<file path="src/rtl/alu_pkg.sv">
package alu_pkg;

   typedef enum logic [1:0] {
      SEL_AND  = 2'b00,
      SEL_OR   = 2'b01,
      SEL_SUM  = 2'b10,
      SEL_LESS = 2'b11
   } sel_e;

   typedef struct packed {
      logic inv_a;
      logic neg_b;
      sel_e sel;
   } ctrl_t;

   localparam logic [3:0] CODE_AND = 4'b0000;
   localparam logic [3:0] CODE_OR  = 4'b0001;
   localparam logic [3:0] CODE_ADD = 4'b0010;
   localparam logic [3:0] CODE_SUB = 4'b0110;
   localparam logic [3:0] CODE_SLT = 4'b0111;
   localparam logic [3:0] CODE_NOR = 4'b1100;

endpackage

</file>
<file path="src/rtl/alu_bit_slice.sv">
module alu_bit_slice
   import alu_pkg::*;
(
   input  logic a,
   input  logic b,
   input  logic inv_a,
   input  logic inv_b,
   input  logic cin,
   input  logic less,
   input  sel_e sel,
   output logic res,
   output logic cout
);

   logic aa;
   logic bb;
   logic sum;

   assign aa   = a ^ inv_a;
   assign bb   = b ^ inv_b;
   assign sum  = aa ^ bb ^ cin;
   assign cout = (aa & bb) | (cin & (aa ^ bb));

   always_comb begin
      unique case (sel)
         SEL_AND:  res = aa & bb;
         SEL_OR:   res = aa | bb;
         SEL_SUM:  res = sum;
         SEL_LESS: res = less;
         default:  res = 1'b0;
      endcase
   end

endmodule

</file>
<file path="src/rtl/alu_msb_slice.sv">
module alu_msb_slice
   import alu_pkg::*;
(
   input  logic a,
   input  logic b,
   input  logic inv_a,
   input  logic inv_b,
   input  logic cin,
   input  logic less,
   input  sel_e sel,
   output logic res,
   output logic set,
   output logic ovf
);

   logic aa;
   logic bb;
   logic sum;
   logic cout;

   assign aa   = a ^ inv_a;
   assign bb   = b ^ inv_b;
   assign sum  = aa ^ bb ^ cin;
   assign cout = (aa & bb) | (cin & (aa ^ bb));

   // signed overflow: carry entering the top bit disagrees with carry leaving it
   assign ovf  = cin ^ cout;
   // true sign of the exact sum, corrected for overflow
   assign set  = sum ^ ovf;

   always_comb begin
      unique case (sel)
         SEL_AND:  res = aa & bb;
         SEL_OR:   res = aa | bb;
         SEL_SUM:  res = sum;
         SEL_LESS: res = less;
         default:  res = 1'b0;
      endcase
   end

endmodule

</file>
<file path="src/rtl/alu_zero_detect.sv">
module alu_zero_detect #(
   parameter int WIDTH = 32
) (
   input  logic [WIDTH-1:0] vec,
   output logic             is_zero
);

   generate
      if (WIDTH < 1) begin : g_chk
         $error("alu_zero_detect: WIDTH must be at least 1");
      end
   endgenerate

   assign is_zero = ~|vec;

endmodule

</file>
<file path="src/rtl/slice_alu.sv">
module slice_alu
   import alu_pkg::*;
#(
   parameter int WIDTH = 32
) (
   input  logic [WIDTH-1:0] opnd_a,
   input  logic [WIDTH-1:0] opnd_b,
   input  logic [3:0]       ctrl,
   output logic [WIDTH-1:0] result,
   output logic             zero,
   output logic             ovf
);

   localparam int MSB = WIDTH - 1;

   generate
      if (WIDTH < 2) begin : g_chk
         $error("slice_alu: WIDTH must be at least 2");
      end
   endgenerate

   ctrl_t            cf;
   logic [MSB:0]     cin_v;
   logic [MSB-1:0]   cout_v;
   logic             set_bit;

   assign cf       = ctrl_t'(ctrl);
   assign cin_v[0] = cf.neg_b;

   generate
      for (genvar i = 0; i < WIDTH; i++) begin : g_bit
         if (i > 0) begin : g_link
            assign cin_v[i] = cout_v[i-1];
         end
         if (i < MSB) begin : g_std
            alu_bit_slice u_slice (
               .a     (opnd_a[i]),
               .b     (opnd_b[i]),
               .inv_a (cf.inv_a),
               .inv_b (cf.neg_b),
               .cin   (cin_v[i]),
               .less  ((i == 0) ? set_bit : 1'b0),
               .sel   (cf.sel),
               .res   (result[i]),
               .cout  (cout_v[i])
            );
         end else begin : g_top
            alu_msb_slice u_slice (
               .a     (opnd_a[i]),
               .b     (opnd_b[i]),
               .inv_a (cf.inv_a),
               .inv_b (cf.neg_b),
               .cin   (cin_v[i]),
               .less  (1'b0),
               .sel   (cf.sel),
               .res   (result[i]),
               .set   (set_bit),
               .ovf   (ovf)
            );
         end
      end
   endgenerate

   alu_zero_detect #(.WIDTH(WIDTH)) u_zero (
      .vec     (result),
      .is_zero (zero)
   );

endmodule

</file>
<file path="config.mk">
export PLATFORM = sky130hd
export DESIGN_NAME = slice_alu
export DESIGN_NICKNAME = d
export VERILOG_FILES = /design/src/rtl/alu_pkg.sv /design/src/rtl/alu_bit_slice.sv /design/src/rtl/alu_msb_slice.sv /design/src/rtl/alu_zero_detect.sv /design/src/rtl/slice_alu.sv
export SDC_FILE = /design/constraint.sdc
export NUM_CORES = 1
export LEC_CHECK = 0
export BUFFER_PORTS_ARGS = -buffer_cell sky130_fd_sc_hd__buf_2
export CAP_MARGIN = 40
export CORE_MARGIN = 1
export CORE_UTILIZATION = 40
export DETAILED_ROUTE_END_ITERATION = 6
export SLEW_MARGIN = 5
export SYNTH_ARGS = -nofsm -noshare
export SYNTH_HDL_FRONTEND = slang
export SYNTH_SLANG_ARGS = --single-unit
</file>
<file path="constraint.sdc">
create_clock -name vclk -period 20.9
set_input_delay 3.135 -clock vclk [all_inputs]
set_output_delay 3.135 -clock vclk [all_outputs]
set_load 0.005 [all_outputs]
</file>
==> flow_metrics.tcl <==
set metrics [dict create \
    result_of_the_run "finished, final reports clean" \
    count_of_pins_over_their_slew_limit 0 \
    flops_and_latches 0 \
    drt_pre_antenna_iters 4 \
    grt_use_met1_pct 20.83 \
    yosysWarnings 0 \
    start_util_pct 41.84 \
    vias 2601 \
    synthesis.area_per_instance_um2 8.573 \
    report.final.setup_viol 0 \
    cp_slowest_cell "fa_1" \
    design_power_total_mw 0.1196 \
    ios 102 \
    post-route-period-util_pct 92.18 \
    globalRouteMet2Util_pct 30.71 \
    max_clock_freq_mhz 51.91 \
    ys_seq_area_share_pct 0 \
    post-route-min-period_ps 19270 \
    drive_above_1_share_pct 23.63 \
    fp.dieH_um 95.17 \
    power.static_leakage_nw 2.134 \
    finish.net_count 623 \
    critical_path_required_ps 17770 \
    post_cts_resize_count 0 \
    dr.first_iter.drc_count 52 \
    overall_global_routing_resource_usage_pct 16.20 \
    pwr_density_cell_nw_per_um2 31.64 \
    die_area_um2 9056 \
    area_growth_syn_to_layout_pct 8.829 \
    critical_path.max_fanout 12 \
    dp_hpwl_um 5955 \
    clock_buffers 0 \
    holdWs_ps 6902 \
    maxSlewHeadroom_pct 48.51 \
    vdd.ir_drop.worst_mv 0.01052 \
    grt_antenna_before_repair 0 \
    least_margin_pin_slew_ps 772.3 \
    count_of_input_and_output_buffers 102 \
    grt_busiest_layer "met2" \
    timing_worst_setup_path_type "in2out" \
    worstHoldPathType "in2out" \
    placedCellCount 562 \
    vias_per_cell 4.628 \
    antenna_left 0 \
    grt_first_pass_wirelength_um 11900 \
    seq_area_um2 0 \
    timing.critical_path.slowest_cell_delay_ps 500 \
    finalWirelength_um 7325 \
    mostFrequentLayoutCell "buf_2" \
    cap_viol_max_count 0 \
    grt_max_degree 64 \
    area_inside_the_core_boundary_um2 8299 \
    final_hold_viol_count 0 \
    cpMostUsedCell "fa_1" \
    grt_setup_unrepaired "false" \
    yosys.area.top_type "ha_1" \
    critPathArrivalTime_ps 16130 \
    synth_cell_types 27 \
    critPathLaunchType "primary input" \
    post_synth_inst_count 405 \
    finish.cell_count_without_fillers 562 \
    gr-total-overflow 0 \
    worst_setup_path_end_kind "output pin" \
    diodes 0 \
    core.rowCount 33 \
    grt_use_met3_pct 0.6380 \
    synth_top_cell_area_share_pct 23.06 \
    syn_nets 569 \
    final_cell_mix "102 x buf_2, 82 x inv_1, 64 x ha_1" \
    final.setup.tns_ps 0 \
    synthTopCellsByArea "ha_1 23%, fa_1 18%, xor2_1 15%" \
    drcViolationCount 0 \
    globalplace.congestion 0.7657 \
    post_synth_instance_area_um2 3472 \
    drt-wirelength-per-cell_um 13.03 \
    cts.repair_timing.setup_buffer_count 0 \
    die_extent_in_x_um 95.17 \
    cts.hold.buffers_added 0 \
    grt_pass1_vias 2641 \
]
-- layout make-up --
class / count / area [µm²]
fillers: 827 / 4521
inverters: 82 / 307.8
multi-input cells: 269 / 2799
well taps: 105 / 131.4
repair buffers: 106 / 540.5
-- logic make-up (layout without fill, tap and decap cells) --
group,count (synthesis),count (layout),share of synthesized area (%)
and+or+nand+nor,42,42,8.000
AOI/OAI and AO/OA,48,48,9.189
buffers and inverters,136,188,19.39
adders and majority gates,96,96,41.51
muxes,17,17,5.261
xor gates and xnor gates,66,66,16.65
-- path summary, 6_finish.rpt --
kind,from,to,depth (start not counted)
max,ctrl[3],zero,45
min,opnd_a[26],result[26],6
-- critical path, delay by kind of cell --
family | cells | cell delay [ps]
buffers and inverters | 8 | 770
AND/OR/NAND/NOR | 2 | 520
XOR/XNOR | 1 | 180
AO/OA/AOI/OAI | 2 | 360
adder cells (fa/ha/maj) | 31 | 11000
multiplexers | 1 | 170
-- layer usage --
metal,up-vias,wire length [µm]
met5,-,0
met4,0,61
met3,6,287
met2,52,3722
met1,1237,3254
li1,1306,-
-- metrics by stage --
stage / util (%) / cell area, µm² / setup slack (ps)
after global routing: 45.53 / 3779 / 998.7
after global placement: 45.53 / 3779 / 1779
after CTS: 45.53 / 3779 / 1597
final: 45.53 / 3779 / 1634
after floorplan: - / 3472 / 2056
after detailed placement: 45.53 / 3779 / 1623
-- Yosys cell counts (2+ instances only) --
master,instances
nor4_1,4
o31a_1,14
inv_1,82
buf_1,4
fa_1,32
buf_4,35
buf_2,4
or4_1,5
nor2b_1,28
buf_6,2
clkbuf_1,8
mux2i_1,16
xor2_1,61
ha_1,64
o21ai_0,15
xnor2_1,5
o22ai_1,16
-- power by group --
part | leakage, nW | internal [mW] | total [mW] | switching [mW]
Combinational | 2.13 | 0.0535 | 0.120 | 0.0661
Sequential | 0 | 0 | 0 | 0
Clock | 0 | 0 | 0 | 0
Power figures use the tool's default switching activity.
